File: config.mk
export PLATFORM = sky130hd
export DESIGN_NAME = secret_bank
export DESIGN_NICKNAME = d
export VERILOG_FILES = /design/src/rtl/secret_bank_pkg.sv /design/src/rtl/sb_reset_sync.sv /design/src/rtl/sb_decode.sv /design/src/rtl/sb_spent_flags.sv /design/src/rtl/sb_read_path.sv /design/src/rtl/secret_bank.sv
export SDC_FILE = /design/constraint.sdc
export NUM_CORES = 1
export LEC_CHECK = 0
export BUFFER_PORTS_ARGS = -buffer_cell sky130_fd_sc_hd__buf_2
export CAP_MARGIN = 20
export CORE_UTILIZATION = 40
export CTS_BUF_LIST = sky130_fd_sc_hd__clkbuf_8
export DETAILED_ROUTE_END_ITERATION = 12
export GPL_TIMING_DRIVEN = 0
export PLACE_DENSITY_LB_ADDON = 0.12
export SKIP_LAST_GASP = 1
export SLEW_MARGIN = 40
export SYNTH_ARGS = -nofsm -noshare
export SYNTH_HDL_FRONTEND = slang
export SYNTH_SLANG_ARGS = --single-unit
File: constraint.sdc
create_clock -name clk -period 1 [get_ports clk]
set_input_delay 0.15 -clock clk [delete_from_list [all_inputs] [get_ports clk]]
set_output_delay 0.15 -clock clk [all_outputs]
set_load 0.005 [all_outputs]
File: src/rtl/secret_bank_pkg.sv
package secret_bank_pkg;

  // Region selected by a word address
  typedef enum logic [2:0] {
    RGN_ID0,
    RGN_ID1,
    RGN_VER,
    RGN_SECRET,
    RGN_NONE
  } region_e;

  localparam logic [1:0] ADDR_ID0 = 2'd0;
  localparam logic [1:0] ADDR_ID1 = 2'd1;
  localparam logic [1:0] ADDR_VER = 2'd2;

endpackage

File: src/rtl/sb_reset_sync.sv
module sb_reset_sync #(
  parameter int STAGES = 2
) (
  input  logic clk,
  input  logic rst_n,
  output logic rst_sync_n
);

  logic [STAGES-1:0] sync_q;
  logic [STAGES-1:0] sync_d;

  always_comb begin
    sync_d = {sync_q[STAGES-2:0], 1'b1};
  end

  always_ff @(posedge clk or negedge rst_n) begin
    if (!rst_n) sync_q <= '0;
    else        sync_q <= sync_d;
  end

  assign rst_sync_n = sync_q[STAGES-1];

endmodule

File: src/rtl/sb_decode.sv
module sb_decode
  import secret_bank_pkg::*;
#(
  parameter int SECRET_WORDS = 8,
  localparam int IDX_W  = $clog2(SECRET_WORDS),
  localparam int ADDR_W = IDX_W + 1
) (
  input  logic [ADDR_W-1:0] addr,
  output region_e           region,
  output logic [IDX_W-1:0]  idx
);

  // Upper half of the map holds the secret; lower half the fixed words
  always_comb begin
    idx    = addr[IDX_W-1:0];
    region = RGN_NONE;
    if (addr[ADDR_W-1]) begin
      region = RGN_SECRET;
    end else if (addr[IDX_W-1:2] == '0) begin
      case (addr[1:0])
        ADDR_ID0: region = RGN_ID0;
        ADDR_ID1: region = RGN_ID1;
        ADDR_VER: region = RGN_VER;
        default:  region = RGN_NONE;
      endcase
    end
  end

endmodule

File: src/rtl/sb_spent_flags.sv
module sb_spent_flags
  import secret_bank_pkg::*;
#(
  parameter int SECRET_WORDS = 8,
  localparam int IDX_W = $clog2(SECRET_WORDS)
) (
  input  logic                    clk,
  input  logic                    rst_n,
  input  logic                    rd_req,
  input  logic                    app_mode,
  input  region_e                 region,
  input  logic [IDX_W-1:0]        idx,
  output logic [SECRET_WORDS-1:0] spent
);

  logic                    mark_en;
  logic [SECRET_WORDS-1:0] spent_q;
  logic [SECRET_WORDS-1:0] spent_d;

  assign mark_en = rd_req && !app_mode && (region == RGN_SECRET);

  generate
    for (genvar g = 0; g < SECRET_WORDS; g++) begin : g_flag
      always_comb begin
        spent_d[g] = spent_q[g];
        if (mark_en && (idx == IDX_W'(g))) spent_d[g] = 1'b1;
      end

      always_ff @(posedge clk or negedge rst_n) begin
        if (!rst_n) spent_q[g] <= 1'b0;
        else        spent_q[g] <= spent_d[g];
      end

      AST_FLAG_STICKY: assert property (@(posedge clk) disable iff (!rst_n)
        spent_q[g] |=> spent_q[g]);
    end
  endgenerate

  assign spent = spent_q;

  AST_APP_NO_MARK: assert property (@(posedge clk) disable iff (!rst_n)
    app_mode |=> $stable(spent_q));

  AST_ONE_MARK: assert property (@(posedge clk) disable iff (!rst_n)
    $countones(spent_q & ~$past(spent_q)) <= 1);

endmodule

File: src/rtl/sb_read_path.sv
module sb_read_path
  import secret_bank_pkg::*;
#(
  parameter int                            DATA_W       = 32,
  parameter int                            SECRET_WORDS = 8,
  parameter logic [DATA_W-1:0]              ID_WORD0     = '0,
  parameter logic [DATA_W-1:0]              ID_WORD1     = '0,
  parameter logic [DATA_W-1:0]              VERSION_WORD = '0,
  parameter logic [SECRET_WORDS*DATA_W-1:0] SECRET       = '0,
  localparam int IDX_W = $clog2(SECRET_WORDS)
) (
  input  logic                    clk,
  input  logic                    rst_n,
  input  logic                    rd_req,
  input  logic                    app_mode,
  input  region_e                 region,
  input  logic [IDX_W-1:0]        idx,
  input  logic [SECRET_WORDS-1:0] spent,
  output logic [DATA_W-1:0]       rdata
);

  logic [DATA_W-1:0] rdata_q;
  logic [DATA_W-1:0] rdata_d;
  logic              rd_ok;

  assign rd_ok = rd_req && !app_mode;

  always_comb begin
    rdata_d = '0;
    if (rd_ok) begin
      case (region)
        RGN_ID0:    rdata_d = ID_WORD0;
        RGN_ID1:    rdata_d = ID_WORD1;
        RGN_VER:    rdata_d = VERSION_WORD;
        RGN_SECRET: if (!spent[idx]) rdata_d = SECRET[idx*DATA_W +: DATA_W];
        default:    rdata_d = '0;
      endcase
    end
  end

  always_ff @(posedge clk or negedge rst_n) begin
    if (!rst_n) rdata_q <= '0;
    else        rdata_q <= rdata_d;
  end

  assign rdata = rdata_q;

  AST_SPENT_GIVES_ZERO: assert property (@(posedge clk) disable iff (!rst_n)
    (rd_req && region == RGN_SECRET && spent[idx]) |=> rdata_q == '0);

endmodule

File: src/rtl/secret_bank.sv
module secret_bank
  import secret_bank_pkg::*;
#(
  parameter int                             DATA_W       = 32,
  parameter int                             SECRET_WORDS = 8,
  parameter logic [DATA_W-1:0]              ID_WORD0     = 32'h5345_4352,
  parameter logic [DATA_W-1:0]              ID_WORD1     = 32'h4241_4E4B,
  parameter logic [DATA_W-1:0]              VERSION_WORD = 32'h0001_0002,
  parameter logic [SECRET_WORDS*DATA_W-1:0] SECRET       =
    256'h1F1E1D1C_1B1A1918_17161514_13121110_0F0E0D0C_0B0A0908_07060504_03020100,
  localparam int IDX_W  = $clog2(SECRET_WORDS),
  localparam int ADDR_W = IDX_W + 1
) (
  input  logic              clk,
  input  logic              rst_n,
  input  logic              app_mode,
  input  logic              cs,
  input  logic              we,
  input  logic [ADDR_W-1:0] addr,
  input  logic [DATA_W-1:0] wdata,
  output logic [DATA_W-1:0] rdata,
  output logic              access_err
);

  logic                    rst_sync_n;
  logic                    rd_req;
  logic                    wr_req;
  region_e                 region;
  logic [IDX_W-1:0]        idx;
  logic [SECRET_WORDS-1:0] spent;
  logic                    err_q;
  logic                    err_d;

  assign rd_req = cs && !we;
  assign wr_req = cs && we;

  sb_reset_sync #(.STAGES(2)) u_rst (
    .clk        (clk),
    .rst_n      (rst_n),
    .rst_sync_n (rst_sync_n)
  );

  sb_decode #(.SECRET_WORDS(SECRET_WORDS)) u_dec (
    .addr   (addr),
    .region (region),
    .idx    (idx)
  );

  sb_spent_flags #(.SECRET_WORDS(SECRET_WORDS)) u_flags (
    .clk      (clk),
    .rst_n    (rst_sync_n),
    .rd_req   (rd_req),
    .app_mode (app_mode),
    .region   (region),
    .idx      (idx),
    .spent    (spent)
  );

  sb_read_path #(
    .DATA_W       (DATA_W),
    .SECRET_WORDS (SECRET_WORDS),
    .ID_WORD0     (ID_WORD0),
    .ID_WORD1     (ID_WORD1),
    .VERSION_WORD (VERSION_WORD),
    .SECRET       (SECRET)
  ) u_rd (
    .clk      (clk),
    .rst_n    (rst_sync_n),
    .rd_req   (rd_req),
    .app_mode (app_mode),
    .region   (region),
    .idx      (idx),
    .spent    (spent),
    .rdata    (rdata)
  );

  // Write strobe becomes a one-cycle error pulse; data is discarded
  always_comb begin
    err_d = wr_req;
  end

  always_ff @(posedge clk or negedge rst_sync_n) begin
    if (!rst_sync_n) err_q <= 1'b0;
    else             err_q <= err_d;
  end

  assign access_err = err_q;

  AST_ERR_AFTER_WRITE: assert property (@(posedge clk) disable iff (!rst_sync_n)
    (cs && we) |=> access_err);

  AST_ERR_ONLY_WRITE: assert property (@(posedge clk) disable iff (!rst_sync_n)
    !(cs && we) |=> !access_err);

  AST_WRITE_NO_DATA: assert property (@(posedge clk) disable iff (!rst_sync_n)
    (cs && we && (wdata != '0)) |=> rdata == '0);

  AST_APP_READ_ZERO: assert property (@(posedge clk) disable iff (!rst_sync_n)
    (cs && !we && app_mode) |=> rdata == '0);

  AST_IDLE_ZERO: assert property (@(posedge clk) disable iff (!rst_sync_n)
    !(cs && !we) |=> rdata == '0);

endmodule

# ---- Yosys cells after proc, flatten, opt, wreduce, memory -nomap -nowiden
# Index checks and enable logic that the tools add are counted.
dict set report totals {
  regBits 43
  input_bits 41
  out_inout_bits 33
  elab_cells 50
}
dict set report classes {
  order_cmp 1
  n_eq_ne 12
  shifts 1
  n_mux 8
  n_reduce_logical 17
}
# cell count
set ops {}
lappend ops {{256-bit by 9-bit variable part select with 32-bit output (first input constant)} 1}
lappend ops {{32-bit case mux with 4 select lines} 1}
lappend ops {{32-bit 2-to-1 mux} 2}
lappend ops {{3-bit by 2-bit equality test with 1-bit output (second input constant)} 4}
lappend ops {{3-bit equality test (second input constant)} 4}
lappend ops {{1-bit logical AND} 12}
lappend ops {{3-bit case mux with 3 select lines} 1}
lappend ops {{3-bit by 1-bit equality test with 1-bit output (second input constant)} 2}
lappend ops {{3-bit logical NOT} 2}
lappend ops {{3-bit 2-to-1 mux} 2}
lappend ops {{3-bit by 4-bit < comparator with 1-bit output (second input constant)} 1}
lappend ops {{1-bit binary-select mux with 3-bit select} 1}
lappend ops {{2-bit by 1-bit equality test with 1-bit output (second input constant)} 1}
lappend ops {{2-bit equality test (second input constant)} 1}
lappend ops {{1-bit logical NOT} 2}
lappend ops {{2-bit logical NOT} 1}
lappend ops {{1-bit 2-to-1 mux} 1}

# ---- Longest topological paths before layout
# Gate-level depths: netlist of run 1.
dict set report logic_depth {
  ltp_word 7
  depth_mapped 5
  depth_no_buf 4
}

# ---- By module
# From an unflattened synthesis of run 1, not the netlist that was laid out.
dict set report hier_totals {
  hier_cells 97
  area_unflattened_um2 1129.8
}
# mod instances cells_per_inst area_per_inst_um2 seq_area_each_um2
set modules_own_cells {}
lappend modules_own_cells {sb_read_path 1 58 648.1 325.3}
lappend modules_own_cells {sb_spent_flags 1 24 330.3 200.2}
lappend modules_own_cells {sb_decode 1 9 56.3 0.0}
lappend modules_own_cells {sb_reset_sync 1 3 53.8 50.0}
lappend modules_own_cells {secret_bank 1 3 41.3 25.0}

# ---- Worst setup path after synthesis of run 1
# OpenSTA, ideal clock, no wires.
dict set report synth_timing {
  path_kind {input-to-reg}
  startpoint {input addr[1]}
  endpoint {register u_rd.rdata_q[25] (netlist: u_rd.rdata[25])}
  setup_ns 0.124
  arrival_time_ns 1.122
  t_required_ns 0.876
  path_slack_ns -0.247
  cell_stages 5
  cell_sequence {buf_4 > mux2i_1 > and3_1 > o31a_1 > or2_1}
}
dict set report synth_between {
  elab_chain_len 7
}
# element line_no
set synth_rtl {}
lappend synth_rtl {{start, declared} secret_bank.sv:19} ;# input logic [ADDR_W-1:0] addr,
lappend synth_rtl {{parallel branches: the longest is 5 deep, another holds 256-bit by 9-bit variable part select with 32-bit output} n/a}
lappend synth_rtl {{32-bit case mux with 4 select lines *} sb_read_path.sv:31} ;# case (region)
lappend synth_rtl {{32-bit 2-to-1 mux *} sb_read_path.sv:30} ;# if (rd_ok) begin
lappend synth_rtl {{named net u_rd.rdata_d[25]} sb_read_path.sv:23} ;# logic [DATA_W-1:0] rdata_d;
lappend synth_rtl {{end signal, assigned} sb_read_path.sv:43} ;# else rdata_q <= rdata_d;
lappend synth_rtl {{end, declared} sb_read_path.sv:22} ;# logic [DATA_W-1:0] rdata_q;
# Mark *: on every way through the listed nets, which the timed path passes. The select of a mux whose other input is x is not followed.
# A chain may end at the register's enable or synchronous reset.

# ---- Worst setup path in the final report of run 1
dict set report layout_timing {
  startpoint {register u_flags.spent_q[5] (netlist: u_flags.spent[5])}
  endpoint {register u_rd.rdata_q[25] (netlist: u_rd.rdata[25])}
}
dict set report layout_between {
  elab_chain_len 5
}
# element line_no
set layout_rtl {}
lappend layout_rtl {{start, declared} sb_spent_flags.sv:17} ;# logic [SECRET_WORDS-1:0] spent_q;
lappend layout_rtl {{start signal, assigned by index} sb_spent_flags.sv:31} ;# else spent_q[g] <= spent_d[g];
lappend layout_rtl {{1-bit binary-select mux with 3-bit select} sb_read_path.sv:35} ;# RGN_SECRET: if (!spent[idx]) rdata_d = SECRET[idx*DATA_W +: DATA_W];
lappend layout_rtl {{1-bit 2-to-1 mux (implied by the code)} sb_read_path.sv:35}
lappend layout_rtl {{32-bit 2-to-1 mux} sb_read_path.sv:35}
lappend layout_rtl {{32-bit case mux with 4 select lines} sb_read_path.sv:31}
lappend layout_rtl {{32-bit 2-to-1 mux} sb_read_path.sv:30}
lappend layout_rtl {{named net u_rd.rdata_d[25]} sb_read_path.sv:23}
# The timed path passes the listed nets, and every way through them passes these cells. The select of a mux whose other input is x is not followed.

==> reports/metrics.yaml, run 1 <==
crit_type: "reg2reg"
die-width_um: 54.62
ant_nets: 0
seq_power_share_pct: 53.9
max-cap-violations: 0
cp_slowest_cell: "dfrtp_1"
status: "finished, violations left"
grt_max_degree: 23
hold_depth: 2
finalCritPeriodShare_pct: 126.9
rr_startpoint: "u_flags.spent[5]"
power_density_mw_per_mm2: 1354
wl_mm: 2.058
yosys-top-cells-count: "dfrtp_1, buf_4, inv_1, nand2_1"
hp-class: "in2reg"
fin_skew_ns: 0.003889
placed_cell_area_sq_mm: 0.001366
die-height_um: 54.62
syn_area_per_cell_sq_um: 11.42
yosysTopAreaCellShare_pct: 54.24
synth_area_sq_mm: 0.001107
antenna_found_initial: 0
max_stage_delay_ns: 0.37
p_clk_share_pct: 27.1
yosys_warnings: 0
first_global_vias: 753
io_buffers: 31
clk_latency_ns: 0.26
layout-drive-gt1-share_pct: 52.94
rsz0062_at_grt: "true"
r2r_slack_ns: -0.27
r2r_cells: 4
setup_violations: 14
drc_errors: 0
cts_sinks: 24
dr.pass1.iters: 5
r2r_end: "u_rd.rdata[25]"
hpwlAfterDp_mm: 1.459
synth-main-ff-cell: "dfrtp_1"
initial_core_util_pct: 43.51
h-tree-depth: 1
grt.overflow.total: 0
core_sq_mm: 0.002545
layout_min_cycle_time_ns: 1.269
slew_viol_final: 0
synth_seq_area_share_pct: 54.24
sw_frac_of_total_pct: 24.81
yosysTopAreaCell: "dfrtp_1"
num-nets-final: 178
tns_ns: -1.911
cts_buffers: 3
violations: "setup timing"
fill_cells: 225
dr.first_iter.drc_count: 9
switching_power_uw: 507.9
whs_endpoint: "access_err"
synth.most_common_cell: "dfrtp_1"
gp_congestion: 0.8803
critical_path.endpoint_type: "flip-flop"
arrival_ns: 1.42
cp-start-kind: "flip-flop"
post_drt_wl_per_cell_um: 12.40
ios: 74
num_antenna_cells: 0
final_hold_viol_count: 0
clkTransAtPathRegs_ns: 0.08
grt.total_usage_pct: 14.85
synth_edf_count: 0
grt_pass1_wl_mm: 3.146
syn_to_final_growth_pct: 36.61
required_ns: 1.15
cts_root_buf: "clkbuf_8"
intPower_uw: 1540
combinationalPowerShare_pct: 19.0
ys_ff_latch: 24
critPathTopFamily: "simple AND/OR/NAND/NOR gates"
peakVddDrop_mv: 0.8253
holdCritStartpoint: "cs"
worst_slack_ns: -0.2688
routed-via-count: 799
ys_top_cells_by_area: "dfrtp_1, buf_4, a41o_1"
synth_cells: 97
fmax_mhz: 788.2
rows: 18
worst-path-max-fanout: 4
path_buf_inv: 0
p_leak_uw: 0.0008398
vias_per_cell: 4.813
cts_tree: "done"
cts.path.max_buffers: 2
cp_cell_sequence: "mux2i_2 -> and3_4 -> o31a_1 -> or2_1"
stdcell_area_sq_mm: 0.001513
async_flop_share_pct: 100.0
post-place-ws_ns: -0.3376
fin_util_pct: 59.44
dieArea_sq_mm: 0.002983
ys_types: 32
-- worst reg2reg max path, delay by kind of cell (launching register included) --
kind               cells  cell delay [ns]
and+or+nand+nor        2             0.38
muxes                  1             0.09
DFF                    1             0.37
AOI/OAI and AO/OA      1             0.33
-- repair_timing --
action | CTS | global route
hold buffers | 1 | 0
gates resized for setup | 20 | 6
hold endpoints to repair | 2 | 0
endpoints found under the setup margin | 24 | 23
pin swaps | 6 | 3
setup buffers | 3 | 0
-- per-layer routing --
| layer | global-route usage, % | up-vias | wire length (um) |
|---|---|---|---|
| li1 | - | 386 | - |
| met1 | 18.25 | 387 | 861 |
| met2 | 24.90 | 24 | 1105 |
| met3 | 2.500 | 2 | 73 |
| met4 | 7.265 | 0 | 18 |
| met5 | 0 | - | 0 |
-- layout make-up --
cell class	instances	area, sq um	area share [%]
clock buffers	3	41.29	2.730
multi-input cells	51	416.7	27.54
inverters	5	18.77	1.241
repair buffers	35	250.2	16.54
clock inverters	1	3.754	0.2481
flip-flops and latches	24	603.1	39.87
plain buffers	17	141.4	9.347
well taps	30	37.54	2.481
-- logic make-up (layout without fill, tap and decap cells) --
group	Yosys count	in the layout	synth area share [%]
AO/OA/AOI/OAI	17	17	12.43
flip-flops	24	24	54.24
other	2	9	0.6782
multiplexers	5	5	4.746
AND/OR/NAND/NOR	20	20	11.19
buffers and inverters	29	61	16.72
-- flip-flops by register name, indices dropped and copies added, names as in the netlist --
register	cells
u_rd.rdata	13
u_flags.spent	8
access_err	1
u_rst.sync_q	2
-- how the worst max path moves through the flow --
stage	from	endpoint	slack, ns	depth (start not counted)
floorplan	u_flags.spent[6]	u_rd.rdata[25]	-0.20	4
global placement	we	u_rd.rdata[18]	-0.33	4
detailed placement	we	u_rd.rdata[18]	-0.34	4
CTS	u_flags.spent[5]	u_rd.rdata[25]	-0.27	4
global route	u_flags.spent[5]	u_rd.rdata[25]	-0.31	4
finish	u_flags.spent[5]	u_rd.rdata[25]	-0.27	4
-- metrics by stage --
stage	power, uW	std cells	hold WS (ns)
4_1_cts	2053	166	0.1138
6_report	2047	166	0.1170
5_1_grt	2162	166	0.1071
2_1_floorplan	1338	104	-0.1456
3_3_place_gp	1408	165	-0.06507
3_5_place_dp	1420	165	-0.06284
-- power groups by stage --
stage	Sequential, uW	Clock [uW]	Combinational [uW]
global route	1120	628	419
floorplan	1110	0	230
global placement	1110	0	293
finish	1100	555	388
CTS	1110	576	370
detailed placement	1120	0	302
-- placed cells by master, fill, tap and decap left out, types with 2 or more instances in the layout --
| master | synthesis | routed |
|---|---|---|
| dfrtp_1 | 24 | 22 |
| buf_2 | 1 | 21 |
| buf_6 | 0 | 14 |
| buf_4 | 20 | 12 |
| conb_1 | 2 | 9 |
| inv_1 | 5 | 6 |
| nand2_1 | 5 | 5 |
| a41o_1 | 4 | 4 |
| a31o_2 | 4 | 4 |
| clkbuf_8 | 0 | 3 |
| clkbuf_2 | 0 | 2 |
| mux2i_2 | 0 | 2 |
| nand4_1 | 2 | 2 |
| mux2_4 | 0 | 2 |
| and2_1 | 2 | 2 |
| dfrtp_2 | 0 | 2 |
Note: power is estimated with default switching activity, not from simulation.
==> run 2: changes to the inputs <==
==> constraint.sdc (replaced) <==
create_clock -name clk -period 1 [get_ports clk]
set_input_delay 0.05 -clock clk [delete_from_list [all_inputs] [get_ports clk]]
set_output_delay 0.05 -clock clk [all_outputs]
set_load 0.005 [all_outputs]
==> reports/metrics.yaml, run 2 (synthesized netlist as in run 1, its figures left out) <==
fin_skew_ns: 0.002185  # -0.001704 ns
post-place-ws_ns: -0.2947  # +0.04295 ns
crit_type: "reg2reg"
dr.first_iter.drc_count: 6  # -3
wl_mm: 2.068  # +0.49%
clkTransAtPathRegs_ns: 0.08  # about the same
syn_to_final_growth_pct: 37.51
rsz0062_at_grt: "true"
hp-class: "in2reg"
layout_min_cycle_time_ns: 1.274  # +0.005370 ns
cp_slowest_cell: "dfrtp_1"
io_buffers: 31  # unchanged
rows: 18  # unchanged
fmax_mhz: 784.8  # -0.42%
critical_path.endpoint_type: "flip-flop"
grt.total_usage_pct: 15.40  # +0.55 points
tns_ns: -1.849  # +0.06159 ns
antenna_found_initial: 0  # unchanged
max_stage_delay_ns: 0.37  # about the same
cp-start-kind: "flip-flop"
status: "finished, violations left"
r2r_slack_ns: -0.27  # about the same
cp_cell_sequence: "mux2i_2 -> and3_1 -> o31a_1 -> or2_1"
largest_register_ffs: 13  # unchanged
h-tree-depth: 1  # unchanged
die-width_um: 54.62  # unchanged
initial_core_util_pct: 43.51  # unchanged
ios: 74  # unchanged
hpwlAfterDp_mm: 1.474  # +1.0%
num_antenna_cells: 0  # unchanged
grt_max_degree: 23  # unchanged
die-height_um: 54.62  # unchanged
cts_tree: "done"
max-cap-violations: 0  # unchanged
vias_per_cell: 4.699  # -2.4%
cts.path.max_buffers: 2  # unchanged
drc_errors: 0  # unchanged
power_uw: 2149  # +5.0%
cts_sinks: 24  # unchanged
slew_viol_final: 0  # unchanged
final_hold_viol_count: 0  # unchanged
dieArea_sq_mm: 0.002983  # unchanged
worst_slack_ns: -0.2741  # -0.005370 ns
whs_endpoint: "access_err"
holdCritStartpoint: "cs"
final_common_cell: "buf_2"
core_sq_mm: 0.002545  # unchanged
arrival_ns: 1.43  # about the same
cts_root_buf: "clkbuf_8"
layout_common_cells: "buf_2, dfrtp_1, buf_4"
fill_cells: 214  # -4.9%
cts_buffers: 3  # unchanged
gp_congestion: 0.8302  # -5.7%
required_ns: 1.15  # about the same
layout-drive-gt1-share_pct: 55.48  # +2.5 points
r2r_cells: 4  # unchanged
final_cell_count_no_fill: 176  # +6.0%
dr.pass1.iters: 3  # -2
grt_pass1_wl_mm: 3.098  # -1.5%
post_drt_wl_per_cell_um: 11.75  # -5.2%
routed-via-count: 827  # +3.5%
rr_startpoint: "u_flags.spent[4]"
power_density_mw_per_mm2: 1412  # +4.3%
hold_slack_ns: 0.01181  # -0.1051 ns
peakVddDrop_mv: 1.094  # +33%
first_global_vias: 692  # -8.1%
r2r_end: "u_rd.rdata[25]"
numPlacedInstances: 165  # unchanged
num-nets-final: 188  # +5.6%
violations: "setup timing"
grt.overflow.total: 0  # unchanged
finalCritPeriodShare_pct: 127.4  # +0.54 points
setup_violations: 13  # -1
ant_nets: 0  # unchanged
clk_latency_ns: 0.26  # about the same
hold_depth: 2  # unchanged
p_leak_uw: 0.0008782  # +4.6%
worst-path-max-fanout: 4  # unchanged
## run 2: per-layer routing
layer | track usage (%) | vias to the layer above | routed length [um]
met1 | 17.25 | 396 | 815
met3 | 4.444 | 4 | 91
met5 | 0 | - | 0
met4 | 8.974 | 0 | 47
met2 | 25.70 | 22 | 1114
li1 | - | 405 | -
## run 2: what timing repair did
action,CTS,global route
endpoints found under the setup margin,10,14
setup buffers,5,2
resized for setup,4,12
endpoints found under the hold margin,2,0
pin swaps,5,4
hold buffers,1,0
## run 2: worst max-delay path, delay by kind of cell (launching register included)
family / cells / cell delay, ns
AO/OA/AOI/OAI: 1 / 0.33
multiplexers: 1 / 0.09
flip-flops: 1 / 0.37
AND/OR/NAND/NOR: 2 / 0.38
## run 2: cell type report
| class | count | area, sq um | share of cell area (%) |
|---|---|---|---|
| flip-flops and latches | 24 | 601.8 | 39.52 |
| multi-input cells | 51 | 399.1 | 26.21 |
| repair buffers | 38 | 232.7 | 15.28 |
| plain buffers | 24 | 177.7 | 11.67 |
| clock buffers | 4 | 55.05 | 3.615 |
| well taps | 30 | 37.54 | 2.465 |
| inverters | 5 | 18.77 | 1.233 |
## run 2: metrics by stage
stage,instance area [sq um],util [%]
final,1523,59.83
after CTS,1461,57.42
after global routing,1523,59.83
after detailed placement,1338,52.56
after global placement,1338,52.56
after floorplan,1145,-
## run 2: how the worst max path moves through the flow
stage                     startpoint             end
floorplan           u_flags.spent[6]  u_rd.rdata[25]
global route        u_flags.spent[4]  u_rd.rdata[25]
finish              u_flags.spent[4]  u_rd.rdata[25]
detailed placement  u_flags.spent[7]  u_rd.rdata[25]
global placement    u_flags.spent[7]  u_rd.rdata[25]
CTS                 u_flags.spent[5]  u_rd.rdata[25]
## run 2: power by group
group	switching (uW)	internal [uW]
logic	165	239
clock network	293	351
registers	55.9	1050
==> run 3: changes to the inputs <==
Settings changed: GPL_TIMING_DRIVEN 0 to unset.
==> reports/metrics.yaml, run 3 (synthesized netlist as in run 1, its figures left out) <==
status: "finished, violations left"
violations: "setup timing"
grt_max_degree: 23  # unchanged
antenna_found_initial: 0  # unchanged
drc_errors: 0  # unchanged
grt.total_usage_pct: 15.71  # +0.31 points
hpwlAfterDp_mm: 1.435  # -2.7%
slew_viol_final: 0  # unchanged
core_sq_mm: 0.002545  # unchanged
worst-path-max-fanout: 4  # unchanged
dr.pass1.iters: 4  # +1
final_hold_viol_count: 0  # unchanged
numPlacedInstances: 162  # -1.8%
cts_buffers: 3  # unchanged
cts_root_buf: "clkbuf_8"
ant_nets: 0  # unchanged
num-nets-final: 181  # -3.7%
tns_ns: -1.659  # +0.1900 ns
layout_common_cells: "buf_2, dfrtp_1, buf_4"
clkTransAtPathRegs_ns: 0.07  # about the same
arrival_ns: 1.40  # -0.03 ns
grt_pass1_wl_mm: 3.139  # +1.3%
fmax_mhz: 803.7  # +2.4%
cp-start-kind: "flip-flop"
fin_skew_ns: 0.001722  # -0.0004633 ns
setup_violations: 9  # -4
required_ns: 1.15  # about the same
cts_tree: "done"
dr.first_iter.drc_count: 5  # -1
max-cap-violations: 0  # unchanged
h-tree-depth: 1  # unchanged
die-height_um: 54.62  # unchanged
dieArea_sq_mm: 0.002983  # unchanged
rows: 18  # unchanged
final_common_cell: "buf_2"
io_buffers: 33  # +6.5%
p_leak_uw: 0.0008297  # -5.5%
layout_min_cycle_time_ns: 1.244  # -0.02998 ns
rsz0062_at_grt: "true"
layout-drive-gt1-share_pct: 52.17  # -3.3 points
clk_latency_ns: 0.26  # about the same
final_cell_count_no_fill: 168  # -4.5%
peakVddDrop_mv: 1.161  # +6.1%
post_drt_wl_per_cell_um: 11.55  # -1.7%
finalCritPeriodShare_pct: 124.4  # -3.0 points
vias_per_cell: 4.726  # +0.58%
initial_core_util_pct: 43.51  # unchanged
routed-via-count: 794  # -4.0%
critical_path.endpoint_type: "flip-flop"
ios: 74  # unchanged
largest_register_ffs: 13  # unchanged
worst_slack_ns: -0.2442  # +0.02998 ns
power_density_mw_per_mm2: 1423  # +0.83%
grt.overflow.total: 0  # unchanged
die-width_um: 54.62  # unchanged
gp_congestion: 0.7127  # -14%
hp-class: "in2reg"
num_antenna_cells: 0  # unchanged
syn_to_final_growth_pct: 27.34
wl_mm: 1.940  # -6.2%
cts_sinks: 24  # unchanged
crit_type: "reg2reg"
first_global_vias: 694  # +0.29%
cts.path.max_buffers: 2  # unchanged
[run 3: cell types whose count changed in the layout (fill, tap and decap cells not counted), sizes merged]
cell	change
buf	-5
clkbuf	-3
[run 3: layer usage]
metal | GRT usage (%) | up-vias | wire (um)
met1 | 19.06 | 375 | 826
met4 | 6.410 | 0 | 32
li1 | - | 391 | -
met3 | 5.833 | 5 | 101
met5 | 0 | - | 0
met2 | 24.90 | 23 | 980
[run 3: final cells by class]
class / instances / area (sq um)
Fill cell: 241 / 1135
Sequential cell: 24 / 600.6
Multi-Input combinational cell: 51 / 379.1
Timing Repair Buffer: 55 / 332.8
Clock buffer: 3 / 41.29
Tap cell: 30 / 37.54
Inverter: 5 / 18.77
[run 3: worst max-delay path, stage by stage, from the launching register on]
cell	delay [ns]
dfrtp_1	0.35
mux2i_1	0.09
and3_1	0.19
o31a_1	0.31
or2_1	0.21
[run 3: where the power goes]
| group | total, uW | internal [uW] | switching, uW |
|---|---|---|---|
| clock network | 541 | 269 | 272 |
| registers | 1080 | 1050 | 33.4 |
| logic | 385 | 213 | 172 |
[run 3: path summary, 6_finish.rpt]
kind | start | to | slack, ns | cells after the start
setup / recovery | u_flags.spent[7] | u_rd.rdata[25] | -0.24 | 4
hold / removal | cs | access_err | 0.009 | 2
setup reg to reg | u_flags.spent[7] | u_rd.rdata[25] | -0.24 | 4
hold reg to reg | u_rst.sync_q[1] | u_rd.rdata[27] | 0.21 | 1
max in group asynchronous | u_rst.sync_q[1] | u_flags.spent[5] | 0.57 | 1
min in group asynchronous | rst_n | u_rst.sync_q[1] | 0.09 | 2
[run 3: through the flow]
step / util (%) / hold WS [ns] / instance area (sq um) / worst slack (ns) / total power, uW
finish: 55.41 / 0.008952 / 1410 / -0.2442 / 2007
global route: 55.41 / 0.006494 / 1410 / -0.3261 / 2140
CTS: 54.57 / 0.007280 / 1389 / -0.2453 / 2013
detailed placement: 52.02 / -0.1633 / 1324 / -0.2436 / 1441
global placement: 52.02 / -0.1652 / 1324 / -0.2274 / 1435
floorplan: - / -0.2456 / 1145 / -0.2020 / 1324
[run 3: what timing repair did]
item | CTS | global route
gates resized for setup | 1 | 3
hold endpoints to repair | 2 | 0
buffers inserted | 1 | 1
pin swaps | 4 | 3
hold buffers | 1 | 0
setup endpoints to repair | 9 | 10
